$ cat src/rtl/amap_pkg.sv
package amap_pkg;

    localparam int AW        = 32;               // address width
    localparam int NQ        = 4;                // SRAM quarters
    localparam int QB        = 16;               // log2 quarter size
    localparam int QSEL_W    = $clog2(NQ);
    localparam int SRAM_W    = QB + QSEL_W;      // log2 SRAM size
    localparam int WINB      = 20;               // log2 window granule
    localparam int WIN_W     = AW - WINB;
    localparam int DRAM_W    = 30;               // log2 DRAM span
    localparam int CTRL_W    = 2;
    localparam int SEL_W     = 2;

    localparam logic [AW-1:0] SRAM_TOP_BASE = {AW{1'b1}} << SRAM_W;
    localparam logic [AW-1:0] ALIAS_BASE    = (AW'(1) << WINB) - (AW'(1) << SRAM_W);

    localparam logic [NQ-1:0]    RST_PLACE = {NQ{1'b1}};
    localparam logic [WIN_W-1:0] RST_WLO   = '0;
    localparam logic [WIN_W-1:0] RST_WHI   = {{(WIN_W-1){1'b1}}, 1'b0};

    typedef enum logic [1:0] {
        TGT_NONE = 2'd0,
        TGT_DRAM = 2'd1,
        TGT_SRAM = 2'd2
    } tgt_e;

    typedef enum logic [SEL_W-1:0] {
        SEL_PLACE = 2'd0,
        SEL_CTRL  = 2'd1,
        SEL_WLO   = 2'd2,
        SEL_WHI   = 2'd3
    } sel_e;

    typedef struct packed {
        logic [NQ-1:0]    place_hi;
        logic             unit_en;
        logic             filt_en;
        logic [WIN_W-1:0] win_lo;
        logic [WIN_W-1:0] win_hi;
    } amap_cfg_t;

    typedef struct packed {
        logic top_region;
        logic top_hit;
        logic low_hit;
        logic alias_ok;
    } sram_hit_t;

    typedef struct packed {
        tgt_e          tgt;
        logic [AW-1:0] off;
    } dec_t;

    function automatic logic [WIN_W-1:0] granule(input logic [AW-1:0] a);
        return a[AW-1:WINB];
    endfunction

endpackage

$ cat src/rtl/amap_cfg_regs.sv
module amap_cfg_regs
    import amap_pkg::*;
(
    input  logic                  clk,
    input  logic                  rst,
    input  logic                  we,
    input  logic [SEL_W-1:0]      sel,
    input  logic [AW-1:0]         wdata,
    output amap_cfg_t             cfg
);

    amap_cfg_t cfg_q;

    always_ff @(posedge clk) begin
        if (rst) begin
            cfg_q.place_hi <= RST_PLACE;
            cfg_q.unit_en  <= 1'b1;
            cfg_q.filt_en  <= 1'b1;
            cfg_q.win_lo   <= RST_WLO;
            cfg_q.win_hi   <= RST_WHI;
        end else if (we) begin
            case (sel_e'(sel))
                SEL_PLACE: cfg_q.place_hi <= wdata[NQ-1:0];
                SEL_CTRL: begin
                    cfg_q.unit_en <= wdata[0];
                    cfg_q.filt_en <= wdata[1];
                end
                SEL_WLO:   cfg_q.win_lo <= granule(wdata);
                SEL_WHI:   cfg_q.win_hi <= granule(wdata);
                default: ;
            endcase
        end
    end

    assign cfg = cfg_q;

endmodule

$ cat src/rtl/amap_sram_map.sv
module amap_sram_map
    import amap_pkg::*;
(
    input  logic [AW-1:0] addr,
    input  logic [NQ-1:0] place_hi,
    output sram_hit_t     hit
);

    logic [QSEL_W-1:0] qidx;
    logic [NQ-1:0]     q_hi;
    logic [NQ-1:0]     q_lo;

    assign qidx = addr[SRAM_W-1:QB];

    for (genvar i = 0; i < NQ; i++) begin : g_quarter
        assign q_hi[i] = place_hi[i]  && (qidx == QSEL_W'(i));
        assign q_lo[i] = !place_hi[i] && (qidx == QSEL_W'(i));
    end

    always_comb begin
        hit.top_region = (addr[AW-1:SRAM_W] == SRAM_TOP_BASE[AW-1:SRAM_W]);
        hit.alias_ok   = |q_hi;
        hit.top_hit    = hit.top_region && (|q_hi);
        hit.low_hit    = (addr[AW-1:SRAM_W] == '0) && (|q_lo);
    end

endmodule

$ cat src/rtl/amap_filter_win.sv
module amap_filter_win
    import amap_pkg::*;
(
    input  logic [AW-1:0] addr,
    input  amap_cfg_t     cfg,
    output logic          filt_on,
    output logic          in_win
);

    logic [WIN_W-1:0] g;

    assign g       = granule(addr);
    assign filt_on = cfg.unit_en && cfg.filt_en;
    assign in_win  = (g >= cfg.win_lo) && (g < cfg.win_hi);

endmodule

$ cat src/rtl/addr_map_decoder.sv
module addr_map_decoder
    import amap_pkg::*;
(
    input  logic              clk,
    input  logic              rst,
    input  logic              cfg_we,
    input  logic [1:0]        cfg_sel,
    input  logic [31:0]       cfg_wdata,
    input  logic              req_vld,
    input  logic [31:0]       req_addr,
    input  logic              req_cpu,
    output logic              rsp_vld,
    output logic [1:0]        rsp_tgt,
    output logic [31:0]       rsp_off,
    output logic              rsp_err
);

    amap_cfg_t cfg;
    sram_hit_t sh;
    logic      filt_on;
    logic      in_win;
    logic      dram_span;
    logic      low_mb;
    logic      alias_zone;
    dec_t      dec;

    amap_cfg_regs u_cfg (
        .clk   (clk),
        .rst   (rst),
        .we    (cfg_we),
        .sel   (cfg_sel),
        .wdata (cfg_wdata),
        .cfg   (cfg)
    );

    amap_sram_map u_sram (
        .addr     (req_addr),
        .place_hi (cfg.place_hi),
        .hit      (sh)
    );

    amap_filter_win u_win (
        .addr    (req_addr),
        .cfg     (cfg),
        .filt_on (filt_on),
        .in_win  (in_win)
    );

    assign dram_span  = (req_addr[AW-1:DRAM_W] == '0);
    assign low_mb     = (granule(req_addr) == '0);
    assign alias_zone = low_mb && (req_addr >= ALIAS_BASE);

    always_comb begin
        dec.tgt = TGT_NONE;
        if (sh.top_region) begin
            if (sh.top_hit) dec.tgt = TGT_SRAM;
        end else if (sh.low_hit) begin
            dec.tgt = TGT_SRAM;
        end else if (dram_span) begin
            if (req_cpu && filt_on) begin
                if (in_win) begin
                    if (alias_zone) dec.tgt = sh.alias_ok ? TGT_SRAM : TGT_NONE;
                    else            dec.tgt = TGT_DRAM;
                end
            end else if (!low_mb) begin
                dec.tgt = TGT_DRAM;
            end
        end
        case (dec.tgt)
            TGT_SRAM: dec.off = AW'(req_addr[SRAM_W-1:0]);
            TGT_DRAM: dec.off = AW'(req_addr[DRAM_W-1:0]);
            default:  dec.off = '0;
        endcase
    end

    always_ff @(posedge clk) begin
        if (rst) begin
            rsp_vld <= 1'b0;
            rsp_tgt <= TGT_NONE;
            rsp_off <= '0;
            rsp_err <= 1'b0;
        end else begin
            rsp_vld <= req_vld;
            if (req_vld) begin
                rsp_tgt <= dec.tgt;
                rsp_off <= dec.off;
                rsp_err <= (dec.tgt == TGT_NONE);
            end
        end
    end

endmodule

$ cat config.mk
export PLATFORM = sky130hd
export DESIGN_NAME = addr_map_decoder
export DESIGN_NICKNAME = d
export VERILOG_FILES = /design/src/rtl/amap_pkg.sv /design/src/rtl/amap_cfg_regs.sv /design/src/rtl/amap_sram_map.sv /design/src/rtl/amap_filter_win.sv /design/src/rtl/addr_map_decoder.sv
export SDC_FILE = /design/constraint.sdc
export NUM_CORES = 1
export LEC_CHECK = 0
export BUFFER_PORTS_ARGS = -buffer_cell sky130_fd_sc_hd__buf_2
export CORE_MARGIN = 1
export CORE_UTILIZATION = 50
export CTS_CLUSTER_SIZE = 25
export DETAILED_ROUTE_END_ITERATION = 10
export GPL_TIMING_DRIVEN = 0
export MAX_ROUTING_LAYER = met4
export PLACE_DENSITY = 0.77
export SETUP_SLACK_MARGIN = 0.02
export SYNTH_ARGS = -nofsm -noshare
export SYNTH_HDL_FRONTEND = slang
export SYNTH_SLANG_ARGS = --single-unit
$ cat constraint.sdc
create_clock -name clk -period 4.5 [get_ports clk]
set_input_delay 1.35 -clock clk [delete_from_list [all_inputs] [get_ports clk]]
set_output_delay 1.35 -clock clk [all_outputs]
set_load 0.1 [all_outputs]
# Yosys cells after proc, flatten, opt, wreduce, memory -nomap -nowiden
# Index checks and enable logic that the tools add are counted.
# word_totals
register_bits,66
input_bits,71
output_inout_bits,36
elab_cells,61
# op_classes
n_lt_le_gt_ge,3
eq_ne,9
muxes,10
n_reduce_logical,30
# ops
op,n
$pmux W30 S2,1
$ge A32 B20 Y1 const B,1
$mux W2,8
$eq A14 B14 Y1 const B,1
$logic_and A1 B1 Y1,14
$logic_not A14 Y1,1
$ge A12 B12 Y1,1
$logic_not A12 Y1,1
$lt A12 B12 Y1,1
$eq A2 B2 Y1 const B,5
$logic_not A2 Y1,4
$reduce_and A2 Y1,4
$reduce_or A4 Y1,2
$eq A2 B1 Y1 const B,3
$logic_not A1 Y1,4
$mux W1,1

# Depth between registers and ports, before layout
# Gate-level depths: netlist of the first run.
# logic_depth
ltp_word,12
ltp_mapped,14
mapped_depth_nobuf,13

# Cells and area by module
# A second synthesis of the first run with hierarchy kept.
# unflattened
hier_cells,377
area_unflattened_um2,3268.1
# modules_own_cells
module,n_inst,cells_each,area_per_inst_um2
addr_map_decoder,1,151,1316.3
amap_cfg_regs,1,131,1286.2
amap_filter_win,1,82,575.6
amap_sram_map,1,13,90.1

# Worst setup path before layout of the first run
# No wires, ideal clock.
# synth_path
path_type,input-to-reg
startpoint,input req_addr[20]
endpoint,register rsp_off[10]
setup_time_ns,0.065
t_arrival_ns,3.612
required_time_ns,4.435
setup_slack_ns,0.822
cell_stages,13
path_cell_list,inv_1 ha_1 nand2b_1 a21oi_1 o21ai_1 a31oi_4 o21ai_0 and2_1 ha_1 nor3b_2 clkbuf_1 a21oi_1 nor2_1
# synth_lines
element,line_no,source
start: declaration,addr_map_decoder.sv:10,"input logic [31:0] req_addr,"
end signal: assignment,addr_map_decoder.sv:86,rsp_off <= dec.off;
end: declaration,addr_map_decoder.sv:14,"output logic [31:0] rsp_off,"

==> results of run 1 <==
[cells by family (layout without fill, tap and decap cells)]
logic type	after synthesis	count (layout)	synth area share [%]
AND/OR/NAND/NOR	155	155	24.3
AO/OA/AOI/OAI	88	88	17.7
flip-flops	64	64	40.3
buffers and inverters	44	147	6.33
adder cells (fa/ha/maj)	26	26	10.2
multiplexers	2	2	1.02
other	1	2	0.118
[stage by stage]
stage | cells | setup WS [ns]
2_1_floorplan | 381 | 0.822
3_3_place_gp | 543 | 0.151
3_5_place_dp | 543 | 0.0567
4_1_cts | 559 | 0.395
5_1_grt | 559 | 0.0520
6_report | 559 | 0.381
[final timing paths]
check	to
min	u_cfg.cfg[20]
max reg2reg	rsp_off[10]
min reg2reg	u_cfg.cfg[20]
max	rsp_off[10]
[power by group]
group | switching [mW] | internal, mW
Sequential | 0.00783 | 0.585
Clock | 0.218 | 0.341
Combinational | 0.159 | 0.0747
[cell type report]
class,count,area (um2)
Fill cell,542,2080
Multi-Input combinational cell,273,1700
Sequential cell,64,1280
Timing Repair Buffer,87,435
Clock buffer,11,151
Buffer,21,115
Tap cell,75,93.8
Inverter,23,86.3
Clock inverter,5,78.8
[per-layer routing]
layer  track usage [%]  vias to the layer above  wire length, um
met3              4.89                       19              601
met4              11.9                        0              148
li1                  -                     1494                -
met5                 -                        -                0
met2              39.8                      122             3660
met1              31.6                     1374             3470
[worst max-delay path: cells and delay by family]
family	cells	cell delay [ns]
compound gates	5	1.00
fa+ha+maj	2	0.55
simple gates	5	0.94
buf+inv	2	0.55
[layout by cell type, fill, tap and decap left out, types with 3 or more instances in the layout]
| cell | n |
|---|---|
| dfxtp_1 | 64 |
| buf_2 | 87 |
| clkbuf_1 | 15 |
| nand2_1 | 37 |
| nor3b_1 | 4 |
| nor2b_1 | 25 |
| clkbuf_8 | 12 |
| ha_1 | 26 |
| o21ai_0 | 3 |
| a21oi_1 | 53 |
| a211o_1 | 18 |
| inv_1 | 23 |
| nand3_1 | 15 |
| nand4_1 | 6 |
| nand2b_1 | 14 |
| nor4_1 | 4 |
| nor2_1 | 39 |
| o21ai_1 | 4 |
[registers in the layout, summed over array words and instances, names as in the netlist]
signal,flops
rsp_vld,1
u_cfg.cfg,30
rsp_off,30
rsp_err,1
rsp_tgt,2
==> impl_metrics.tcl, run 1 <==
set metrics [dict create \
    status "completed" \
    dr.first_iter.drc_count 161 \
    syn_area_um2 3180 \
    power.density_nw_per_um2 351 \
    synth_area_leaders "dfxtp_1, ha_1, a21oi_1" \
    worstSetupStartpoint "req_addr[27]" \
    vias 3009 \
    ys.flop_type "dfxtp_1" \
    synth.top_cells.by_count "dfxtp_1, a21oi_1, nor2_1" \
    syn2layout_area_growth_pct 24.0 \
    drcViolationCount 0 \
    vdd_ir_drop_max_mv 0.230 \
    post-cts-setup-buffers 0 \
    ant_nets 0 \
    whs_path_depth 2 \
    ys_seq_area_share_pct 40.3 \
    grt_max_degree 12 \
    clockBufferDepth 2 \
    clkTransAtPathRegs_ns 0.07 \
    final_area_um2 3950 \
    grt_pass1_wl_um 12400 \
    worst_pin_slew_ns 0.796 \
    r2r_cells 14 \
    grt_antenna_before_repair 0 \
    die_width_um 81.8 \
    tns_ns 0 \
    slew_headroom_pct 46.8 \
    track_usage_pct 25.5 \
    clock_latency_ns 0.34 \
    diodes 0 \
    startpoint_type "input pin" \
    cpMaxStageDelayCell "nor3b_2" \
    synth-seq-cells 64 \
    r2r_start "u_cfg.cfg[7]" \
    crit_path_max_incr_delay_ns 0.44 \
    worst-path-max-fanout 10 \
    synth_top_area_share_pct 40.3 \
    gp_congestion 0.882 \
    required_ns 4.78 \
    fmax_mhz 243 \
    p_leak_nw 1.79 \
    drive_gt1_share_pct 24.0 \
    hp-class "reg2reg" \
    holdWs_ns 0.457 \
    timing_worst_setup_path_type "in2reg" \
    crit_chain "buf_2 > ha_1 > a21oi_1 > o221ai_1 > a31oi_1 > nand3_1 > o21ai_0 > and2_1 > ha_1 > nor2_1 > nor3b_2 > clkbuf_1 > a21oi_1 > nor2_1" \
    synth_edf_count 0 \
    cts_tree "yes" \
    dpl.hpwl_um 5940 \
    nets 576 \
    routedWlPerCell_um 14.1 \
    yosys.cell_types.count 41 \
    crit_arrival_ns 4.40 \
    ff2ff_setup_slack_ns 1.19 \
    maxCapViolCount 0 \
    totalWireLength_um 7880 \
    cts_hold_buf 0 \
    synthCells 380 \
    firstDrtPassIters 4 \
    die_h_um 81.8 \
    cts_inserted_buffers 9 \
    setup_viol 0 \
    std_cell_rows 28 \
    async_reset_ff_share_pct 0 \
    yosysMostFrequentCell "dfxtp_1" \
    coreArea_um2 6030 \
    dieArea_um2 6690 \
    clockRootBuffer "clkbuf_8" \
    end_kind "register" \
    finalCritPeriodShare_pct 91.5 \
    finalCoreUtilization_pct 65.5 \
    initial_core_util_pct 52.8 \
    min_from "u_cfg.cfg[20]" \
    maxSlewViolCount 0 \
    place_area_um2 3710 \
    pin_count 107 \
    via_per_inst 5.38 \
    rsz0062_at_grt "no" \
    clock-sinks 64 \
    port_buffers 87 \
    htree_levels 3 \
    clock_skew_ns 0.0125 \
    cts_resized 0 \
    min_period_ns 4.12 \
    ys.warnings.count 0 \
    grt_pass1_vias 2780 \
    syn_avg_cell_area_um2 8.37 \
    p_total_mw 1.39 \
    synth_largest_area_cell "dfxtp_1" \
    finalHoldViolations 0 \
    grt_overflow 0 \
]
Power figures use the tool's default switching activity.
==> run 2, diff against run 1 <==
--- a/config.mk
+++ b/config.mk
@@ -7,12 +7,12 @@
 export LEC_CHECK = 0
 export BUFFER_PORTS_ARGS = -buffer_cell sky130_fd_sc_hd__buf_2
 export CORE_MARGIN = 1
-export CORE_UTILIZATION = 50
+export CORE_UTILIZATION = 30
 export CTS_CLUSTER_SIZE = 25
 export DETAILED_ROUTE_END_ITERATION = 10
 export GPL_TIMING_DRIVEN = 0
 export MAX_ROUTING_LAYER = met4
-export PLACE_DENSITY = 0.77
+export PLACE_DENSITY = 0.5
 export SETUP_SLACK_MARGIN = 0.02
 export SYNTH_ARGS = -nofsm -noshare
 export SYNTH_HDL_FRONTEND = slang
==> run 2 against run 1 <==
Against the previous run:
- clock power decreased by 14%
- clock-buffer cell count decreased by 1
- critical path depth unchanged
- critical path type unchanged
- critical endpoint is now rsp_off[11]
==> impl_metrics.tcl, run 2 (same netlist as run 1, synthesis figures left out) <==
set metrics [dict create \
    firstDrtPassIters 4 \
    required_ns 4.79 \
    clockBufferDepth 2 \
    place_area_um2 3790 \
    nets 576 \
    gp_congestion 0.781 \
    cts_hold_buf 0 \
    vdd_ir_drop_max_mv 0.130 \
    pin_count 107 \
    routedWlPerCell_um 13.7 \
    rsz0062_at_grt "no" \
    clock_skew_ns 0.00777 \
    totalWireLength_um 8520 \
    cpMaxStageDelayCell "nor3b_2" \
    cts_inserted_buffers 9 \
    dpl.hpwl_um 6510 \
    maxSlewViolCount 0 \
    initial_core_util_pct 30.8 \
    cts_tree "yes" \
    clock-sinks 64 \
    worst-path-max-fanout 10 \
    nFillCells 1115 \
    finalHoldViolations 0 \
    maxCapViolCount 0 \
    grt_pass1_vias 2681 \
    clock_latency_ns 0.35 \
    drive_gt1_share_pct 23.8 \
    power.density_nw_per_um2 328 \
    slew_headroom_pct 43.8 \
    syn2layout_area_growth_pct 25.0 \
    cts_resized 0 \
    crit_arrival_ns 4.40 \
    worst_pin_slew_ns 0.842 \
    end_kind "register" \
    final_cell_mix "buf_2, dfxtp_1, a21oi_1, nor2_1, nand2_1" \
    grt_pass1_wl_um 13700 \
    grt_antenna_before_repair 0 \
    tns_ns 0 \
    finalCritPeriodShare_pct 91.3 \
    crit_chain "buf_2 > ha_1 > a21oi_1 > o221ai_1 > a31oi_1 > nand3_1 > o21ai_0 > and2_1 > ha_1 > nor2_1 > nor3b_2 > clkbuf_1 > a21oi_1 > nor2_1" \
    clkTransAtPathRegs_ns 0.07 \
    drcViolationCount 0 \
    fmax_mhz 243 \
    port_buffers 87 \
    coreArea_um2 10300 \
    status "completed" \
    vias 2884 \
    dieArea_um2 11000 \
    grt_overflow 0 \
    layout_commonest_cell "buf_2" \
    htree_levels 3 \
    dr.first_iter.drc_count 138 \
    clockRootBuffer "clkbuf_8" \
    ant_nets 0 \
    die_h_um 105 \
    p_total_mw 1.31 \
    via_per_inst 4.65 \
    diodes 0 \
    timing_worst_setup_path_type "in2reg" \
    p_leak_nw 1.76 \
    die_width_um 105 \
    crit_path_max_incr_delay_ns 0.47 \
    grt_max_degree 12 \
    setup_viol 0 \
    std_cell_rows 37 \
    final_area_um2 3980 \
    track_usage_pct 16.6 \
    post-cts-setup-buffers 0 \
    hp-class "reg2reg" \
    startpoint_type "input pin" \
    min_period_ns 4.11 \
]
-- run 2: worst paths after layout --
path                                     from            end  slack [ns]  cells after the start
worst min register to register  u_cfg.cfg[19]  u_cfg.cfg[19]        0.46                      2
worst min-delay path            u_cfg.cfg[19]  u_cfg.cfg[19]        0.46                      2
worst max register to register   u_cfg.cfg[7]    rsp_off[11]        1.22                     14
worst max-delay path             req_addr[27]    rsp_off[11]        0.39                     14
-- run 2: power breakdown --
group	switching, mW	internal (mW)	total [mW]
clock network	0.227	0.253	0.479
logic	0.160	0.0746	0.234
registers	0.00762	0.585	0.593
total	0.394	0.913	1.31
-- run 2: cell type report --
class / count / area (um2) / share of cell area [%]
Timing Repair Buffer: 87 / 435 / 10.9
Sequential cell: 64 / 1280 / 32.2
Clock buffer: 10 / 128 / 3.21
Buffer: 21 / 115 / 2.89
Clock inverter: 6 / 60.1 / 1.51
Tap cell: 136 / 170 / 4.28
Inverter: 23 / 86.3 / 2.17
Multi-Input combinational cell: 273 / 1700 / 42.8
-- run 2: per-layer routing --
layer  vias to the layer above  global-route usage [%]  wire (um)
met1                      1308                    21.4       4240
met2                        68                    25.4       3810
met5                         -                       -          0
met3                        12                    3.62        312
li1                       1496                       -          -
met4                         0                    6.14        159
-- run 2: worst max-delay path: cells and delay by family --
kind,cells,cell delay [ns]
buffers and inverters,2,0.58
adder cells (fa/ha/maj),2,0.55
AND/OR/NAND/NOR,5,0.96
AO/OA/AOI/OAI,5,0.94
-- run 2: stage by stage --
step / util, % / cells / hold WS, ns / setup WS [ns]
final: 38.5 / 620 / 0.455 / 0.393
after global routing: 38.5 / 620 / 0.476 / 0.0794
after CTS: 38.5 / 620 / 0.459 / 0.305
after detailed placement: 36.7 / 604 / 0.450 / -0.0450
after global placement: 36.7 / 604 / 0.445 / -0.00312
after floorplan: - / 381 / 0.436 / 0.822
==> run 3, diff against run 2 <==
--- a/config.mk
+++ b/config.mk
@@ -5,14 +5,18 @@
 export SDC_FILE = /design/constraint.sdc
 export NUM_CORES = 1
 export LEC_CHECK = 0
+export ABC_CLOCK_PERIOD_IN_PS = 4500
 export BUFFER_PORTS_ARGS = -buffer_cell sky130_fd_sc_hd__buf_2
+export CAP_MARGIN = 40
+export CELL_PAD_IN_SITES_DETAIL_PLACEMENT = 1
+export CELL_PAD_IN_SITES_GLOBAL_PLACEMENT = 2
 export CORE_MARGIN = 1
-export CORE_UTILIZATION = 30
+export CORE_UTILIZATION = 28
 export CTS_CLUSTER_SIZE = 25
 export DETAILED_ROUTE_END_ITERATION = 10
 export GPL_TIMING_DRIVEN = 0
 export MAX_ROUTING_LAYER = met4
-export PLACE_DENSITY = 0.5
+export PLACE_DENSITY = 0.77
 export SETUP_SLACK_MARGIN = 0.02
 export SYNTH_ARGS = -nofsm -noshare
 export SYNTH_HDL_FRONTEND = slang
==> run 3 against run 2 <==
Against the previous run:
- maximum frequency fell by 0.61%
- sequential share of layout area decreased by 0.77 points
- first-iteration DRC count down 48%
- non-clock buffer count rose by 1
- register-to-register slack barely moved
- via count rose by 2.0%
- design area is 2.5% higher
- critical endpoint is now rsp_off[12]
- largest power group is now the clock network
==> impl_metrics.tcl, run 3 (same netlist as run 1, synthesis figures left out) <==
set metrics [dict create \
    worst_pin_slew_ns 0.588 \
    r2r_start "u_cfg.cfg[7]" \
    vias 2943 \
    min_from "u_cfg.cfg[20]" \
    drcViolationCount 0 \
    worst-path-max-fanout 10 \
    layout_commonest_cell "buf_2" \
    dpl.hpwl_um 7180 \
    grt_antenna_before_repair 0 \
    routedWlPerCell_um 14.8 \
    initial_core_util_pct 29.1 \
    ff2ff_setup_slack_ns 1.23 \
    tns_ns 0 \
    ant_nets 0 \
    grt_pass1_vias 2963 \
    die_width_um 109 \
    pin_count 107 \
    cts_hold_buf 0 \
    power.density_nw_per_um2 361 \
    vdd_ir_drop_max_mv 0.165 \
    post-cts-setup-buffers 0 \
    hp-class "reg2reg" \
    finalCoreUtilization_pct 37.3 \
    dr.first_iter.drc_count 72 \
    grt_pass1_wl_um 14900 \
    min_to "u_cfg.cfg[20]" \
    slew_headroom_pct 60.8 \
    clock-sinks 64 \
    clockBufferDepth 2 \
    maxCapViolCount 0 \
    timing_worst_setup_path_type "in2reg" \
    rsz0062_at_grt "no" \
    nets 577 \
    final_area_um2 4080 \
    coreArea_um2 10900 \
    std_cell_rows 38 \
    port_buffers 87 \
    required_ns 4.77 \
    clockRootBuffer "clkbuf_16" \
    gp_congestion 0.817 \
    post-place-ws_ns -0.0259 \
    instances_no_fill 625 \
    maxSlewViolCount 0 \
    syn2layout_area_growth_pct 28.1 \
    cts_inserted_buffers 9 \
    fmax_mhz 242 \
    status "completed" \
    dieArea_um2 11800 \
    nFillCells 1347 \
    whs_path_depth 2 \
    setup_viol 0 \
    firstDrtPassIters 4 \
    finalHoldViolations 0 \
    grt_overflow 0 \
    end_kind "register" \
    drive_gt1_share_pct 23.9 \
    die_h_um 109 \
    via_per_inst 4.71 \
    cts_resized 0 \
    crit_arrival_ns 4.40 \
    final_cell_mix "buf_2, dfxtp_1, a21oi_1, nor2_1, nand2_1" \
    placed_cells 608 \
    diodes 0 \
    totalWireLength_um 9250 \
    finalCritPeriodShare_pct 91.8 \
    startpoint_type "input pin" \
    track_usage_pct 17.4 \
    clock_skew_ns 0.00627 \
    clock_latency_ns 0.33 \
    min_period_ns 4.13 \
    fin_ws_ns 0.367 \
    htree_levels 3 \
    p_leak_nw 1.80 \
    grt_max_degree 12 \
    clkTransAtPathRegs_ns 0.05 \
    r2r_cells 14 \
    cts_tree "yes" \
    r2r-end "rsp_off[12]" \
    place_area_um2 3800 \
]
[run 3: cell type report]
cell class	instances	area [um2]	area share [%]
clock buffers	11	243	5.95
flip-flops and latches	64	1280	31.4
well taps	140	175	4.30
plain buffers	21	115	2.82
clock inverters	5	32.5	0.798
inverters	23	86.3	2.12
multi-input cells	273	1700	41.8
repair buffers	88	440	10.8
[run 3: critical path, cell delays in order]
cell and delay, ns:
buf_2 0.15, ha_1 0.35, a21oi_1 0.16, o221ai_1 0.12
a31oi_1 0.28, nand3_1 0.15, o21ai_0 0.22, and2_1 0.16
ha_1 0.22, nor2_1 0.08, nor3b_2 0.49, clkbuf_1 0.41
a21oi_1 0.15, nor2_1 0.09
[run 3: how the worst max path moves through the flow]
stage | start | end | slack, ns | cells after the start
global route | req_addr[27] | rsp_off[14] | 0.11 | 14
CTS | req_addr[27] | rsp_off[12] | 0.34 | 14
detailed placement | req_addr[27] | rsp_off[12] | -0.03 | 14
finish | req_addr[27] | rsp_off[12] | 0.37 | 14
floorplan | req_addr[20] | rsp_off[10] | 0.82 | 13
global placement | req_addr[27] | rsp_off[12] | -0.01 | 14
[run 3: per-stage QoR]
stage	hold slack (ns)	total power [mW]
3_3_place_gp	0.446	0.840
5_1_grt	0.472	1.54
4_1_cts	0.458	1.49
2_1_floorplan	0.436	0.766
6_report	0.455	1.47
3_5_place_dp	0.451	0.846
[run 3: power by group]
group	total, mW	switching (mW)	internal (mW)
combinational	0.238	0.163	0.0752
clock	0.640	0.254	0.385
sequential	0.594	0.00739	0.586
[run 3: layer usage]
metal,part of all wire [%],global-route usage (%)
met5,0,-
met3,3.6,4.64
met1,50,22.5
met2,45,26.0
met4,1.3,5.79
